## config.mk

```make
export PLATFORM = sky130hd
export DESIGN_NAME = g2_skip_decoder
export DESIGN_NICKNAME = d
export VERILOG_FILES = /design/src/rtl/g2_skip_pkg.sv /design/src/rtl/g2_field_decode.sv /design/src/rtl/g2_cond_eval.sv /design/src/rtl/g2_out_reg.sv /design/src/rtl/g2_skip_decoder.sv
export SDC_FILE = /design/constraint.sdc
export NUM_CORES = 1
export LEC_CHECK = 0
export CORE_MARGIN = 4
export CORE_UTILIZATION = 38
export CTS_BUF_LIST = sky130_fd_sc_hd__clkbuf_16
export DETAILED_ROUTE_END_ITERATION = 8
export GPL_ROUTABILITY_DRIVEN = 1
export PLACE_DENSITY = 0.82
export SYNTH_ARGS = -nofsm -noshare
export SYNTH_HDL_FRONTEND = slang
export SYNTH_HIERARCHICAL = 1
export SYNTH_SLANG_ARGS = --single-unit
```

## constraint.sdc

```tcl
create_clock -name clk -period 3.16 [get_ports clk]
set_clock_uncertainty 0.15 [all_clocks]
set_input_delay 0.316 -clock clk [delete_from_list [all_inputs] [get_ports clk]]
set_output_delay 0.316 -clock clk [all_outputs]
set_load 0.1 [all_outputs]
```

## src/rtl/g2_skip_pkg.sv

```systemverilog
package g2_skip_pkg;

  // Decoded control fields of a group-two operate word
  typedef struct packed {
    logic grp2;    // word belongs to this block
    logic t_neg;   // accumulator-negative test selected
    logic t_zero;  // accumulator-zero test selected
    logic t_link;  // link-set test selected
    logic invert;  // reverse sense of the combined test
    logic clr;     // clear accumulator after test
    logic hlt;     // halt request
  } g2_ctl_t;

endpackage

```

## src/rtl/g2_field_decode.sv

```systemverilog
module g2_field_decode
  import g2_skip_pkg::*;
#(
  parameter int WORD_W = 12
) (
  input  logic [WORD_W-1:0] word,
  output g2_ctl_t           ctl
);
  // Field positions counted down from the top so they track WORD_W
  localparam int OPC_LO   = WORD_W - 3;
  localparam int GRP_BIT  = WORD_W - 4;
  localparam int CLR_BIT  = WORD_W - 5;
  localparam int NEG_BIT  = WORD_W - 6;
  localparam int ZERO_BIT = WORD_W - 7;
  localparam int LNK_BIT  = WORD_W - 8;
  localparam int INV_BIT  = WORD_W - 9;
  localparam int AUX_BIT  = 2;
  localparam int HLT_BIT  = 1;
  localparam int SEL_BIT  = 0;

  logic opc_ok;

  always_comb begin
    opc_ok     = &word[WORD_W-1:OPC_LO];
    ctl.grp2   = opc_ok & word[GRP_BIT] & ~word[AUX_BIT] & ~word[SEL_BIT];
    ctl.t_neg  = word[NEG_BIT];
    ctl.t_zero = word[ZERO_BIT];
    ctl.t_link = word[LNK_BIT];
    ctl.invert = word[INV_BIT];
    ctl.clr    = word[CLR_BIT];
    ctl.hlt    = word[HLT_BIT];
  end
endmodule

```

## src/rtl/g2_cond_eval.sv

```systemverilog
module g2_cond_eval
  import g2_skip_pkg::*;
#(
  parameter int WORD_W = 12
) (
  input  g2_ctl_t           ctl,
  input  logic [WORD_W-1:0] acc,
  input  logic              link,
  output logic              skip,
  output logic              halt,
  output logic [WORD_W-1:0] acc_next
);
  localparam int SIGN_BIT = WORD_W - 1;

  logic acc_neg, acc_zero, any_true;

  always_comb begin
    acc_neg  = acc[SIGN_BIT];
    acc_zero = ~|acc;
    any_true = (ctl.t_neg & acc_neg) | (ctl.t_zero & acc_zero) | (ctl.t_link & link);
    skip     = ctl.grp2 & (ctl.invert ? ~any_true : any_true);
    halt     = ctl.grp2 & ctl.hlt;
    // test above uses the incoming value; clear applies afterwards
    acc_next = (ctl.grp2 & ctl.clr) ? '0 : acc;
  end
endmodule

```

## src/rtl/g2_out_reg.sv

```systemverilog
module g2_out_reg #(
  parameter int WORD_W = 12
) (
  input  logic              clk,
  input  logic              rst,
  input  logic              stb,
  input  logic              skip_d,
  input  logic              halt_d,
  input  logic [WORD_W-1:0] acc_d,
  output logic              valid_q,
  output logic              skip_q,
  output logic              halt_q,
  output logic [WORD_W-1:0] acc_q
);
  always_ff @(posedge clk) begin
    if (rst) begin
      valid_q <= 1'b0;
      skip_q  <= 1'b0;
      halt_q  <= 1'b0;
      acc_q   <= '0;
    end else begin
      valid_q <= stb;
      skip_q  <= stb & skip_d;
      halt_q  <= stb & halt_d;
      acc_q   <= stb ? acc_d : '0;
    end
  end

  assert_valid_follows_R1: assert property (@(posedge clk) disable iff (rst)
    stb |=> valid_q);
  assert_idle_quiet_R1: assert property (@(posedge clk) disable iff (rst)
    !stb |=> (!valid_q && !skip_q && !halt_q && acc_q == '0));
endmodule

```

## src/rtl/g2_skip_decoder.sv

```systemverilog
module g2_skip_decoder
  import g2_skip_pkg::*;
#(
  parameter int WORD_W = 12
) (
  input  logic              clk,
  input  logic              rst,
  input  logic              dec_stb,
  input  logic [WORD_W-1:0] instr_i,
  input  logic [WORD_W-1:0] acc_i,
  input  logic              link_i,
  output logic              res_valid_o,
  output logic              skip_o,
  output logic              halt_o,
  output logic [WORD_W-1:0] acc_o
);
  localparam int OPC_LO = WORD_W - 3;

  g2_ctl_t           ctl;
  logic              skip_c, halt_c;
  logic [WORD_W-1:0] acc_c;

  g2_field_decode #(.WORD_W(WORD_W)) u_dec (
    .word (instr_i),
    .ctl  (ctl)
  );

  g2_cond_eval #(.WORD_W(WORD_W)) u_eval (
    .ctl      (ctl),
    .acc      (acc_i),
    .link     (link_i),
    .skip     (skip_c),
    .halt     (halt_c),
    .acc_next (acc_c)
  );

  g2_out_reg #(.WORD_W(WORD_W)) u_reg (
    .clk     (clk),
    .rst     (rst),
    .stb     (dec_stb),
    .skip_d  (skip_c),
    .halt_d  (halt_c),
    .acc_d   (acc_c),
    .valid_q (res_valid_o),
    .skip_q  (skip_o),
    .halt_q  (halt_o),
    .acc_q   (acc_o)
  );

  assert_foreign_word_R3: assert property (@(posedge clk) disable iff (rst)
    (dec_stb && !(&instr_i[WORD_W-1:OPC_LO])) |=> (!skip_o && !halt_o && acc_o == $past(acc_i)));
  assert_zero_skip_R5: assert property (@(posedge clk) disable iff (rst)
    (dec_stb && instr_i == WORD_W'(12'o7440) && acc_i == '0) |=> skip_o);
  assert_always_skip_R8: assert property (@(posedge clk) disable iff (rst)
    (dec_stb && instr_i == WORD_W'(12'o7410)) |=> (skip_o && !halt_o));
  assert_clear_skip_R9: assert property (@(posedge clk) disable iff (rst)
    (dec_stb && instr_i == WORD_W'(12'o7610)) |=> (skip_o && acc_o == '0));
  assert_halt_only_R10: assert property (@(posedge clk) disable iff (rst)
    (dec_stb && instr_i == WORD_W'(12'o7402)) |=> (halt_o && !skip_o));
endmodule

```

[Yosys cells after proc, flatten, opt, wreduce, memory -nomap -nowiden]
Cells that the tools add are included.
Storage, ports and cells
  register bits after elaboration: 15
  bits of input ports: 28
  output and inout bits: 15
  logic and storage cells: 26
Cells by class
  muxes and demuxes: 1
  bitwise gates (word level): 17
  reductions and logical operators: 4
Operators by type and width (count)
  OR reduction 12 bit: 1
  AND 1 bit: 11
  NOT 1 bit: 4
  AND reduction 3 bit: 1
  OR reduction 3 bit: 1
  bitwise OR 1 bit: 2
  logical NOT 1 bit: 1
  2-to-1 mux 1 bit: 1

[Logic depth before layout (Yosys ltp)]
  word-level depth: 9
  mapped depth: 6
  gate-level depth less buffers: 6

[Cells and area by module]
The synthesis kept the hierarchy.
By module, submodules not included
  g2_out_reg: times used 1, cells an instance 32, area each 447.9 um^2
  g2_cond_eval: times used 1, cells an instance 27, area each 185.2 um^2
  g2_field_decode: times used 1, cells an instance 8, area each 61.3 um^2

[Least setup slack after synthesis]
Ideal clock, no wire load.
  kind: input-to-reg
  start point: input port instr_i[2]
  end point: register u_reg.skip_q
  library setup time: 60 ps
  data arrival time: 1356 ps
  required time: 2950 ps
  slack: 1594 ps
  stages on the path: 6
  path buffers: 0
  cells stage by stage: nor4bb_1 and3_1 nand2_1 a311o_1 nand4b_1 and3b_1
RTL lines
  start, declared: RTL line g2_skip_decoder.sv:9  | input logic [WORD_W-1:0] instr_i,
  end signal, assigned: RTL line g2_out_reg.sv:23  | skip_q <= stb & skip_d;
  end, declared: RTL line g2_out_reg.sv:11  | output logic skip_q,

[Worst setup path after layout]
  start point: register u_reg.acc_q[10]
  end point: output port acc_o[10]
RTL lines
  start, declared: RTL line g2_out_reg.sv:13  | output logic [WORD_W-1:0] acc_q
  start signal, assigned: RTL line g2_out_reg.sv:25  | acc_q <= stb ? acc_d : '0;
  end, declared: RTL line g2_skip_decoder.sv:15  | output logic [WORD_W-1:0] acc_o
No word-level cell between the ends.

==> summary.txt <==
Num CTS Buffers = 3
Max Root-Sink Buffers = 2
Worst-path clk slew = 0.04 ns
Root Buffer = clkbuf_16
Height of the die = 50.8 um
Post-route ant nets = 0
Vias in the first global route = 606
GPL Wtd Cong = 0.813
Crit path max-delay cell type = clkdlybuf4s50_1
Die ar. = 2580 sq um
Vias per Instance = 4.81
Post-CTS Setup Inserts = 0
Relative slew slack = 34.5%
Final Hold Fails = 0
# DRC = 0
Htree depth = 1
Total negative slack = 0 ns
Seq cells post-synth = 15
Worst EP required = 2.69 ns
Drt total wl = 1.72 mm
Core region area = 1730 sq um
Hold endpoint = u_reg/halt_q$_SDFF_PP0_
Overall die width = 50.8 um
# IOs = 43
WL met3 = 145 um
Crit Path Class = flip-flop to primary output
Period utilization = 68.1%
Cts hold-fix bufs = 0
Worst EP arrival = 1.69 ns
Inst Count DP = 125
Worst-Margin Slew = 0.979 ns
Max rail drop VDD = 247 uV
Diode count = 0
Layout Cells excl Fill = 129
Pleak = 0.000486 uW
Worst min-delay path class = input pin to flip-flop
First drt pass iteration count = 4
Area leader, netlist = dfxtp_1
Register area = 300 sq um
Max-cap check violation count = 0
GR Util All Layers = 14.3%
CTS tree = done
Top delay family on crit path = buffers and inverters
Crit-path max FO = 1
Syn Inst Count = 67
# port buffers = 42
Yosys top cell area share = 43.2%
Hold Path Stages = 3
Element type at the critical path start = flip-flop
Mean Syn Cell Area = 10.4 sq um
Distinct cells, synth = 21
DR top layer = met4
M1 wire length = 696 um
Worst min-delay path startpoint = instr_i[1]
Mapped cell area = 694 sq um
First-pass GRT wire length = 2.73 mm
Top post-synthesis cells by area = dfxtp_1 (43%), and3b_1 (18%), and2_1 (11%)
Fin. max-slew vios = 0
Finished Core Util = 67.0%
Footprint of the multi-input gates = 327 sq um
Clock sink count = 15
Sequential-to-total area share from yosys stat = 43.2%
YS warnings = 6
# rows = 15
Filler cells = 152
Largest net degree at the start of global routing = 16
Status = finished clean
DR iter-0 viols = 13
RSZ-0062 raised after global routing = no
Setup crit end kind = primary output
Buf/Inv on CP = 1
Power per Cell Area = 476 nW/um^2
Met2 wire len = 848 um
Final Hold Slack = 0.664 ns
Post-layout nets = 133
Post-CTS Resized = 0
Vias = 621
Fin crit period = 2.15 ns
Crit-path max cell delay = 1.13 ns
HPWL Detailed = 1.35 mm
Fraction of layout cells with a size suffix above 1 = 5.77%
Initial Utilization = 40.2%
F_max = 464 MHz
Global route overflow = 0
Pre-CTS WS = 0.866 ns
Post-synth net total = 95
Routed len/inst = 13.3 um
Initial antenna violation count = 0
Area Overhead vs Synth = 66.7%
Critical path cell sequence = clkdlybuf4s50_1
Setup violators final = 0
Fin worst setup slack = 1.01 ns
[worst max-delay path by stage]
stage	from	depth (start not counted)	endpoint	slack, ns
floorplan	instr_i[2]	6	u_reg/skip_q$_SDFF_PP0_	1.59
global placement	instr_i[11]	6	u_reg/acc_q[11]$_SDFF_PP0_	1.03
detailed placement	instr_i[11]	6	u_reg/acc_q[11]$_SDFF_PP0_	0.87
CTS	u_reg/acc_q[10]$_SDFF_PP0_	1	acc_o[10]	0.99
global route	u_reg/acc_q[4]$_SDFF_PP0_	1	acc_o[4]	0.96
finish	u_reg/acc_q[10]$_SDFF_PP0_	1	acc_o[10]	1.01
[through the flow]
step                area, sq um  power, uW
floorplan                   694        277
global placement           1080        322
detailed placement         1080        324
CTS                        1160        557
global route               1160        570
finish                     1160        550
[per-layer routing]
| layer | GRT usage, % | vias up |
|---|---|---|
| li1 | - | 305 |
| met1 | 16.0 | 277 |
| met2 | 23.9 | 35 |
| met3 | 3.56 | 4 |
| met4 | 9.42 | 0 |
| met5 | 0 | - |
[logic make-up after synthesis]
kind of cell,after synthesis,synth area share [%]
AOI/OAI and AO/OA,2,2.70
buffers and inverters,9,9.73
DFF,15,43.2
and+or+nand+nor,41,44.3
[registers in the layout, indices dropped and copies added, names as in the netlist]
register / cells
u_reg/acc_q: 12
u_reg/valid_q: 1
u_reg/skip_q: 1
u_reg/halt_q: 1
[final cells by class]
class,instances,area share [%]
clock buffers,3,6.49
clock inverters,1,0.324
multi-input cells,43,28.2
flip-flops and latches,15,25.9
well taps,25,2.70
repair buffers,42,36.3
[cell usage after synthesis, drive strengths merged]
cell type,number
nor4,1
nor4b,2
and2,13
and3,1
buf,8
clkbuf,1
a22o,1
nor2b,1
and3b,14
nor4bb,1
nor3,2
nor2,1
dfxtp,15
nand3b,1
a311o,1
nand2,2
nand4,1
nand4b,1
[power breakdown]
part	internal (uW)	total (uW)	switching (uW)
clock	166	230	63.5
combinational	51.9	122	70.1
sequential	197	199	1.73
total	415	550	135
[cell usage in the layout, fill, tap and decap left out]
cell type and n:
nor4b_1 1, nand4b_1 1, inv_1 1, a311o_1 1
and3b_1 14, nor2_1 1, nor4_2 1, nand2_1 2
and3_1 1, nor4b_2 1, and2_1 12, dfxtp_1 15
and2_2 1, nand4_1 1, a22o_1 1, nand3b_1 1
clkdlybuf4s50_1 42, nor3_1 2, nor4bb_1 1, clkbuf_16 3
nor2b_1 1
Power figures use the tool's default switching activity.
